<file path="config.mk">
export PLATFORM = sky130hd
export DESIGN_NAME = cal_offset_engine
export DESIGN_NICKNAME = d
export VERILOG_FILES = /design/src/rtl/cal_pkg.sv /design/src/rtl/cal_settle_timer.sv /design/src/rtl/cal_axis_accum.sv /design/src/rtl/cal_trim_calc.sv /design/src/rtl/cal_offset_engine.sv
export SDC_FILE = /design/constraint.sdc
export NUM_CORES = 1
export LEC_CHECK = 0
export ABC_AREA = 1
export BUFFER_PORTS_ARGS = -buffer_cell sky130_fd_sc_hd__clkbuf_2
export CAP_MARGIN = 10
export CORE_ASPECT_RATIO = 0.6
export CORE_MARGIN = 2
export CORE_UTILIZATION = 65
export CTS_BUF_LIST = sky130_fd_sc_hd__clkbuf_4
export CTS_CLUSTER_DIAMETER = 80
export DETAILED_ROUTE_END_ITERATION = 10
export GPL_TIMING_DRIVEN = 1
export PLACE_DENSITY = 0.9
export SLEW_MARGIN = 20
export SYNTH_ARGS = -nofsm -noshare
export SYNTH_HDL_FRONTEND = slang
export SYNTH_SLANG_ARGS = --single-unit
</file>
<file path="constraint.sdc">
create_clock -name clk -period 18.95 [get_ports clk]
set_input_delay 0.9475 -clock clk [delete_from_list [all_inputs] [get_ports clk]]
set_output_delay 0.9475 -clock clk [all_outputs]
set_load 0.005 [all_outputs]
</file>
<file path="src/rtl/cal_pkg.sv">
package cal_pkg;

    typedef enum logic [2:0] {
        ST_IDLE,
        ST_SETTLE,
        ST_ACCUM,
        ST_CALC,
        ST_WRITE,
        ST_DONE
    } cal_state_t;

    localparam int TRIM_W = 8;
    localparam int NUM_AXES = 3;

endpackage

</file>
<file path="src/rtl/cal_settle_timer.sv">
module cal_settle_timer #(
    parameter int SETTLE_CYCLES = 1110000
) (
    input  logic clk,
    input  logic rst_n,
    input  logic run,
    output logic expired
);
    localparam int CW = $clog2(SETTLE_CYCLES + 1);
    localparam logic [CW-1:0] LAST = CW'(SETTLE_CYCLES - 1);

    logic [CW-1:0] cnt;

    always_ff @(posedge clk or negedge rst_n) begin
        if (!rst_n) begin
            cnt <= '0;
        end else if (!run || expired) begin
            cnt <= '0;
        end else begin
            cnt <= cnt + 1'b1;
        end
    end

    assign expired = run && (cnt == LAST);
endmodule

</file>
<file path="src/rtl/cal_axis_accum.sv">
module cal_axis_accum #(
    parameter int SAMPLE_W = 16,
    parameter int SUM_W    = 23
) (
    input  logic                       clk,
    input  logic                       rst_n,
    input  logic                       clear,
    input  logic                       en,
    input  logic signed [SAMPLE_W-1:0] sample,
    output logic signed [SUM_W-1:0]    sum
);
    logic signed [SUM_W-1:0] sample_ext;
    assign sample_ext = {{(SUM_W-SAMPLE_W){sample[SAMPLE_W-1]}}, sample};

    always_ff @(posedge clk or negedge rst_n) begin
        if (!rst_n) begin
            sum <= '0;
        end else if (clear) begin
            sum <= '0;
        end else if (en) begin
            sum <= sum + sample_ext;
        end
    end
endmodule

</file>
<file path="src/rtl/cal_trim_calc.sv">
module cal_trim_calc #(
    parameter int SUM_W       = 23,
    parameter int NUM_SAMPLES = 100,
    parameter int GRAV_SUB    = 0
) (
    input  logic signed [SUM_W-1:0] sum,
    output logic [7:0]              trim
);
    localparam int EW = SUM_W + 2;
    localparam logic signed [EW-1:0] DIVISOR = EW'(NUM_SAMPLES);
    localparam logic signed [EW-1:0] GREF    = EW'(GRAV_SUB);
    localparam logic signed [EW-1:0] MAXV    = EW'(127);
    localparam logic signed [EW-1:0] MINV    = -EW'(128);

    logic signed [EW-1:0] sum_ext, avg, resid, quart, neg;

    always_comb begin
        sum_ext = {{2{sum[SUM_W-1]}}, sum};
        avg     = sum_ext / DIVISOR;
        resid   = avg - GREF;
        quart   = resid >>> 2;
        neg     = -quart;
        if (neg > MAXV) begin
            trim = 8'h7F;
        end else if (neg < MINV) begin
            trim = 8'h80;
        end else begin
            trim = neg[7:0];
        end
    end
endmodule

</file>
<file path="src/rtl/cal_offset_engine.sv">
module cal_offset_engine
    import cal_pkg::*;
#(
    parameter int         SETTLE_CYCLES = 1110000,
    parameter int         NUM_SAMPLES   = 100,
    parameter int         SAMPLE_W      = 16,
    parameter int         GRAV_REF      = 256,
    parameter logic [7:0] ADDR_X        = 8'h1E,
    parameter logic [7:0] ADDR_Y        = 8'h1F,
    parameter logic [7:0] ADDR_Z        = 8'h20
) (
    input  logic                clk,
    input  logic                rst_n,
    input  logic                start,
    input  logic                sample_valid,
    input  logic [SAMPLE_W-1:0] sample_x,
    input  logic [SAMPLE_W-1:0] sample_y,
    input  logic [SAMPLE_W-1:0] sample_z,
    output logic                wr_req,
    output logic [7:0]          wr_addr,
    output logic [7:0]          wr_data,
    input  logic                wr_ack,
    output logic [7:0]          trim_x,
    output logic [7:0]          trim_y,
    output logic [7:0]          trim_z,
    output logic                done
);
    localparam int CNT_W = $clog2(NUM_SAMPLES + 1);
    localparam int SUM_W = SAMPLE_W + CNT_W;
    localparam logic [CNT_W-1:0] LAST_SAMPLE = CNT_W'(NUM_SAMPLES - 1);

    cal_state_t state, state_nx;
    logic [CNT_W-1:0] samp_cnt;
    logic [1:0]       wr_idx;
    logic             settle_done;
    logic             acc_en;
    logic             acc_clr;
    logic             go;

    logic [SAMPLE_W-1:0]     axis_in  [NUM_AXES];
    logic signed [SUM_W-1:0] axis_sum [NUM_AXES];
    logic [7:0]              axis_trim[NUM_AXES];

    assign axis_in[0] = sample_x;
    assign axis_in[1] = sample_y;
    assign axis_in[2] = sample_z;

    assign go      = start && (state == ST_IDLE || state == ST_DONE);
    assign acc_clr = go;
    assign acc_en  = (state == ST_ACCUM) && sample_valid;

    cal_settle_timer #(.SETTLE_CYCLES(SETTLE_CYCLES)) u_settle (
        .clk     (clk),
        .rst_n   (rst_n),
        .run     (state == ST_SETTLE),
        .expired (settle_done)
    );

    for (genvar a = 0; a < NUM_AXES; a++) begin : g_axis
        cal_axis_accum #(.SAMPLE_W(SAMPLE_W), .SUM_W(SUM_W)) u_acc (
            .clk    (clk),
            .rst_n  (rst_n),
            .clear  (acc_clr),
            .en     (acc_en),
            .sample (axis_in[a]),
            .sum    (axis_sum[a])
        );
        cal_trim_calc #(
            .SUM_W       (SUM_W),
            .NUM_SAMPLES (NUM_SAMPLES),
            .GRAV_SUB    ((a == 2) ? GRAV_REF : 0)
        ) u_calc (
            .sum  (axis_sum[a]),
            .trim (axis_trim[a])
        );
    end

    // next-state logic
    always_comb begin
        state_nx = state;
        unique case (state)
            ST_IDLE:   if (start) state_nx = ST_SETTLE;
            ST_SETTLE: if (settle_done) state_nx = ST_ACCUM;
            ST_ACCUM:  if (acc_en && samp_cnt == LAST_SAMPLE) state_nx = ST_CALC;
            ST_CALC:   state_nx = ST_WRITE;
            ST_WRITE:  if (wr_ack && wr_idx == 2'd2) state_nx = ST_DONE;
            ST_DONE:   if (start) state_nx = ST_SETTLE;
            default:   state_nx = ST_IDLE;
        endcase
    end

    // state register
    always_ff @(posedge clk or negedge rst_n) begin
        if (!rst_n) begin
            state <= ST_IDLE;
        end else begin
            state <= state_nx;
        end
    end

    // datapath registers
    always_ff @(posedge clk or negedge rst_n) begin
        if (!rst_n) begin
            samp_cnt <= '0;
            wr_idx   <= '0;
            trim_x   <= '0;
            trim_y   <= '0;
            trim_z   <= '0;
        end else begin
            if (go) begin
                samp_cnt <= '0;
            end else if (acc_en) begin
                samp_cnt <= samp_cnt + 1'b1;
            end
            if (state == ST_CALC) begin
                trim_x <= axis_trim[0];
                trim_y <= axis_trim[1];
                trim_z <= axis_trim[2];
                wr_idx <= '0;
            end else if (state == ST_WRITE && wr_ack) begin
                wr_idx <= wr_idx + 1'b1;
            end
        end
    end

    // outputs
    always_comb begin
        wr_req  = (state == ST_WRITE);
        done    = (state == ST_DONE);
        wr_addr = ADDR_X;
        wr_data = trim_x;
        unique case (wr_idx)
            2'd0:    begin wr_addr = ADDR_X; wr_data = trim_x; end
            2'd1:    begin wr_addr = ADDR_Y; wr_data = trim_y; end
            default: begin wr_addr = ADDR_Z; wr_data = trim_z; end
        endcase
    end
endmodule

</file>
# After elaboration in Yosys (flattened, before gate mapping)
# Index checks and enable logic that the tools add are counted.
dict set report totals {
  ff_bits 126
  word_cells 81
}
dict set report classes {
  n_lt_le_gt_ge 6
  n_div 3
  mux 24
  reduce_logical 15
  eq_ne 13
  n_addsub 10
}
# op count
set ops {}
lappend ops {{23-bit two-way mux} 6}
lappend ops {{25-bit by 8-bit divider with 25-bit output, second input constant} 3}
lappend ops {{25-bit by 8-bit greater-than comparator with 1-bit output, second input constant} 3}
lappend ops {{25-bit by 8-bit less-than comparator with 1-bit output, second input constant} 3}
lappend ops {{23-bit negator with 25-bit output} 3}
lappend ops {{23-bit by 16-bit adder with 23-bit output} 3}
lappend ops {{8-bit two-way mux} 6}
lappend ops {{25-bit by 10-bit subtractor with 25-bit output, second input constant} 1}
lappend ops {{21-bit by 1-bit adder with 21-bit output, second input constant} 1}
lappend ops {{21-bit equality test, second input constant} 1}
lappend ops {{21-bit two-way mux} 1}
lappend ops {{8-bit one-hot mux with 2 select lines} 1}
lappend ops {{3-bit one-hot mux with 5 select lines} 1}
lappend ops {{7-bit two-way mux} 2}
lappend ops {{3-bit two-way mux} 4}
lappend ops {{6-bit one-hot mux with 2 select lines} 1}
lappend ops {{7-bit by 1-bit adder with 7-bit output, second input constant} 1}
lappend ops {{7-bit equality test, second input constant} 1}
lappend ops {{3-bit by 2-bit equality test with 1-bit output, second input constant} 2}
lappend ops {{3-bit equality test, second input constant} 2}
lappend ops {{1-bit logical AND} 6}
lappend ops {{2-bit by 1-bit != test with 1-bit output, second input constant} 3}
lappend ops {{2-bit two-way mux} 2}
lappend ops {{4-bit AND reduction} 1}
lappend ops {{other kinds (11)} 13}

# Depth between registers and ports, before layout
dict set report logic_depth {
  word_depth 6
  ltp_mapped 114
}

# Modules after synthesis
# A second synthesis with hierarchy kept.
dict set report unflattened {
  cells_unflattened 4152
  hier_area_um2 23911.7
}
# mod area_each_um2 cells_each seq_area_each_um2 instances
set by_module_without_submodules {}
lappend by_module_without_submodules {{cal_trim_calc at g_axis[0].u_calc ...} 4390.5 841 0.0 2}
lappend by_module_without_submodules {cal_axis_accum 2429.8 407 575.6 3}
lappend by_module_without_submodules {{cal_trim_calc at g_axis[2].u_calc} 4725.8 898 0.0 1}
lappend by_module_without_submodules {cal_offset_engine 1899.3 189 900.9 1}
lappend by_module_without_submodules {cal_settle_timer 1216.2 162 525.5 1}

# Worst setup path after synthesis
# OpenSTA, ideal clock, no wires.
dict set report synth_path {
  path_type {register to register}
  start {register g_axis[0].u_acc.sum[1]}
  end {register trim_x[0]}
  path_slack_ps 9456
  arrival_ps 9378
  path_stages_with_launch 97
  period_less_slack_ps 9494
  required_ps 18834
  setup_time_ps 116
  cell_sequence {dfrtp_1 > inv_2 > ha_1 > inv_1 > nor2_2 > nand4_4 > nand2_4 > nand2_2 > xor2_1 > nand3b_2 > nand2_4 > nand2_4 > nand2_4 > nand4_4 > nand2_4 > nand2_4 > nand2_2 > nand3_2 > (+61 left out) > nand3_2 > nand2_1 > nand2_2 > xor2_2 > ha_1 > nand3_2 > inv_1 > nand3_2 > nor2_4 > nand2_2 > nand2_4 > inv_2 > nor3_2 > nand3_1 > nand2_2 > nand2_1 > nand2_1 > nand2_1}
}
dict set report synth_via {
  elab_chain_len 5
  word_cells_on_any_way 6
  classes_between {add/sub (1); div (1); order compare (2); mux (2)}
}
# element line
set synth_rtl {}
lappend synth_rtl {{start: declaration} cal_axis_accum.sv:10} ;# output logic signed [SUM_W-1:0] sum
lappend synth_rtl {{start signal: assignment} cal_axis_accum.sv:21} ;# sum <= sum + sample_ext;
lappend synth_rtl {{25-bit by 8-bit divider with 25-bit output (*)} cal_trim_calc.sv:19} ;# avg = sum_ext / DIVISOR;
lappend synth_rtl {{23-bit negator with 25-bit output (*)} cal_trim_calc.sv:22} ;# neg = -quart;
lappend synth_rtl {{25-bit by 8-bit less-than comparator with 1-bit output} cal_trim_calc.sv:25} ;# end else if (neg < MINV) begin
lappend synth_rtl {{8-bit two-way mux} cal_trim_calc.sv:25}
lappend synth_rtl {{8-bit two-way mux (*)} cal_trim_calc.sv:23} ;# if (neg > MAXV) begin
lappend synth_rtl {{end signal: assignment} cal_offset_engine.sv:116} ;# trim_x <= axis_trim[0];
lappend synth_rtl {{end: declaration} cal_offset_engine.sv:23} ;# output logic [7:0] trim_x,
# Every way passes the cells marked *; elsewhere a longest branch is shown, timed or not.
# A chain may end at the register's enable or synchronous reset.

# Worst setup path after layout
dict set report layout_path {
  start {register g_axis[0].u_acc.sum[1]}
  end {register trim_x[5]}
}
# The elaborated chain is that of the path after synthesis.

==> metrics.cfg <==
[placement]
pre_cts_ws_ns = 7.37
hpwl_um = 48000
routabilityCongestion = 0.970
portBuffers = 92

[global_routing]
grt_max_degree = 74
grt_pass1_wl_um = 97100
antenna_found_initial = 2
grt_overflow = 0
grt_pass1_vias = 19757
track_usage = 0.326

[timing]
slew_violations = 0
worst_pin_slew_ns = 1.18
max_slew_margin = 0.215
period_share = 0.625
rsz0062_at_grt = false
hold_viol = 0
fin_ws_ns = 7.11
post-route-min-period_ns = 11.84
setup_viol = 0
fin_tns_setup_ns = 0
skew_ns = 0.0320
fmax_mhz = 84.5

[routing]
drc_errors = 0
vias_per_cell = 5.62
first_pass_iters = 7
via_count = 22756
final_antenna_net_count = 0
finalWirelength_um = 58600
routedWlPerCell_um = 14.5
first_iter_violations = 2488

[synthesis]
synthMostInstantiatedCell = nand2_1
synth_edf_count = 0
synthTopCellsByCount = nand2_1 (783), inv_1 (466), nor2_1 (329)
ys_ff_latch = 126
async_reset_ff_frac = 1.00
yosysTopAreaCell = dfrtp_1
syn_inst = 3501
synth_cell_types = 71
synthTopCellsByArea = dfrtp_1 (14%), nand2_1 (13%), nand2_2 (8.3%)
synth_ff_type = dfrtp_1
avgSynthCellArea_um2 = 6.34
synth_top_area_frac = 0.142
yosysWarningCount = 0
synth_area_mm2 = 0.0222
ys_seq_area_frac = 0.142

[worst_setup_path]
critPathTopFamily = simple AND/OR/NAND/NOR gates
cp.arrival_ns = 12.38
startpoint_type = register
critPathBufInv = 5
end_kind = register
crit_required_ns = 19.49
critPathKind = register to register
crit_path_top_delay_cell = a21oi_1
path_max_fanout = 11
cp_slowest_stage_delay_ns = 0.90
ff2ff_setup_slack_ns = 7.11
path_common_cell = nand2_4

[die]
placementRows = 52
initial_core_util = 0.660
die_height_um = 147
dieArea_mm2 = 0.0357
coreArea_mm2 = 0.0336
ioPinCount = 95
fp.dieW_um = 243

[finish]
nets = 3714
area_delta_synth_final_pct = 4.54
regArea_mm2 = 0.00315
nFillCells = 2844
multiInputGateArea_mm2 = 0.0165
drive_gt1_frac = 0.256

[clock_network]
cts_tree = built
clk_latency_ns = 0.65
cts_setup_buffers = 0
cts_buffers = 17
clock-sinks = 126
clkTransAtPathRegs_ns = 0.16
cts-root-buf = clkbuf_4
cts_resized = 0
holdBufCountCts = 0
clockBufferDepth = 2
htreeDepth = 4

[outcome]
status = finished clean

[job]
cap_violations = 0

[worst_hold_path]
hold_path_class = input pin to async pin

layout make-up:
cell class | count | area share
Clock inverter | 15 | 0.00647
Sequential cell | 126 | 0.136
Timing Repair Buffer | 101 | 0.0230
Multi-Input combinational cell | 2769 | 0.711
Clock buffer | 17 | 0.00550
Inverter | 561 | 0.0928
Antenna cell | 2 | 0.000216
Tap cell | 459 | 0.0248
through the flow:
stage,std cells,area [um2],utilization,hold WS (ns)
3_5_place_dp,4016,22900,0.681,0.458
4_1_cts,4048,23200,0.690,0.321
3_3_place_gp,4016,22900,0.681,0.450
2_1_floorplan,3502,22200,-,0.433
6_report,4050,23200,0.690,0.328
5_1_grt,4050,23200,0.690,0.332
per-layer routing:
metal	track usage	vias up	wire length, um
met5	0	-	0
met4	0.0775	0	1240
met3	0.0955	82	6590
met2	0.437	981	22000
met1	0.502	10194	28700
li1	-	11499	-
logic make-up (layout without fill, tap and decap cells):
| family | after synthesis | in the layout | share of synthesized area |
|---|---|---|---|
| AND/OR/NAND/NOR | 2222 | 2222 | 0.556 |
| other | 1 | 4 | 0.000169 |
| buffers and inverters | 607 | 694 | 0.115 |
| flip-flops | 126 | 126 | 0.142 |
| adder cells (fa/ha/maj) | 85 | 85 | 0.0489 |
| AO/OA/AOI/OAI | 387 | 387 | 0.107 |
| XOR/XNOR | 73 | 73 | 0.0305 |
cells in the final DEF, fill, tap and decap left out, types with 8 or more instances in the layout:
cell        n
nand2_1   783
inv_1     466
nor2_1    328
nand2_2   296
nand3_1   287
nand2_4   140
dfrtp_1   126
o21ai_0   124
nand4_1    95
clkbuf_2   91
ha_1       82
inv_2      68
nand3_2    68
a21oi_1    66
xor2_1     65
nor2_4     53
nor2_2     51
o21ai_1    51
nor3_1     43
o32ai_1    31
o22ai_1    27
nand4_2    23
clkbuf_4   17
a21oi_2    16
o21ai_2    13
nor4_1     11
clkinv_1   11
o21bai_1   10
a22oi_1     9
o31ai_1     9
buf_4       9
clkinv_2    8
o211ai_1    8
worst register-to-register path: cells and delay by family (launching register included):
kind,cells,cell delay [ns]
and+or+nand+nor,81,8.89
AOI/OAI and AO/OA,1,0.90
xor gates and xnor gates,2,0.57
buffers and inverters,5,0.48
DFF,1,0.46
adders and majority gates,2,0.39
state kept, by name, indices dropped and copies added, names as in the netlist:
register          cells
trim_x                8
trim_z                8
trim_y                8
samp_cnt              7
g_axis.u_acc.sum     69
state                 3
wr_idx                2
u_settle.cnt         21
path summary, 6_finish.rpt:
check / from / to / depth (start not counted)
min in group clk: u_settle.cnt[0] / u_settle.cnt[0] / 1
worst min-delay path: rst_n / g_axis[2].u_acc.sum[20] / 1
max in group asynchronous: rst_n / u_settle.cnt[7] / 2
worst max-delay path: g_axis[0].u_acc.sum[1] / trim_x[5] / 91
worst min register to register: u_settle.cnt[0] / u_settle.cnt[0] / 1
worst max register to register: g_axis[0].u_acc.sum[1] / trim_x[5] / 91
Power is not shown: default switching activity piles up to over one toggle a cycle in this logic, so the estimate is an artifact.
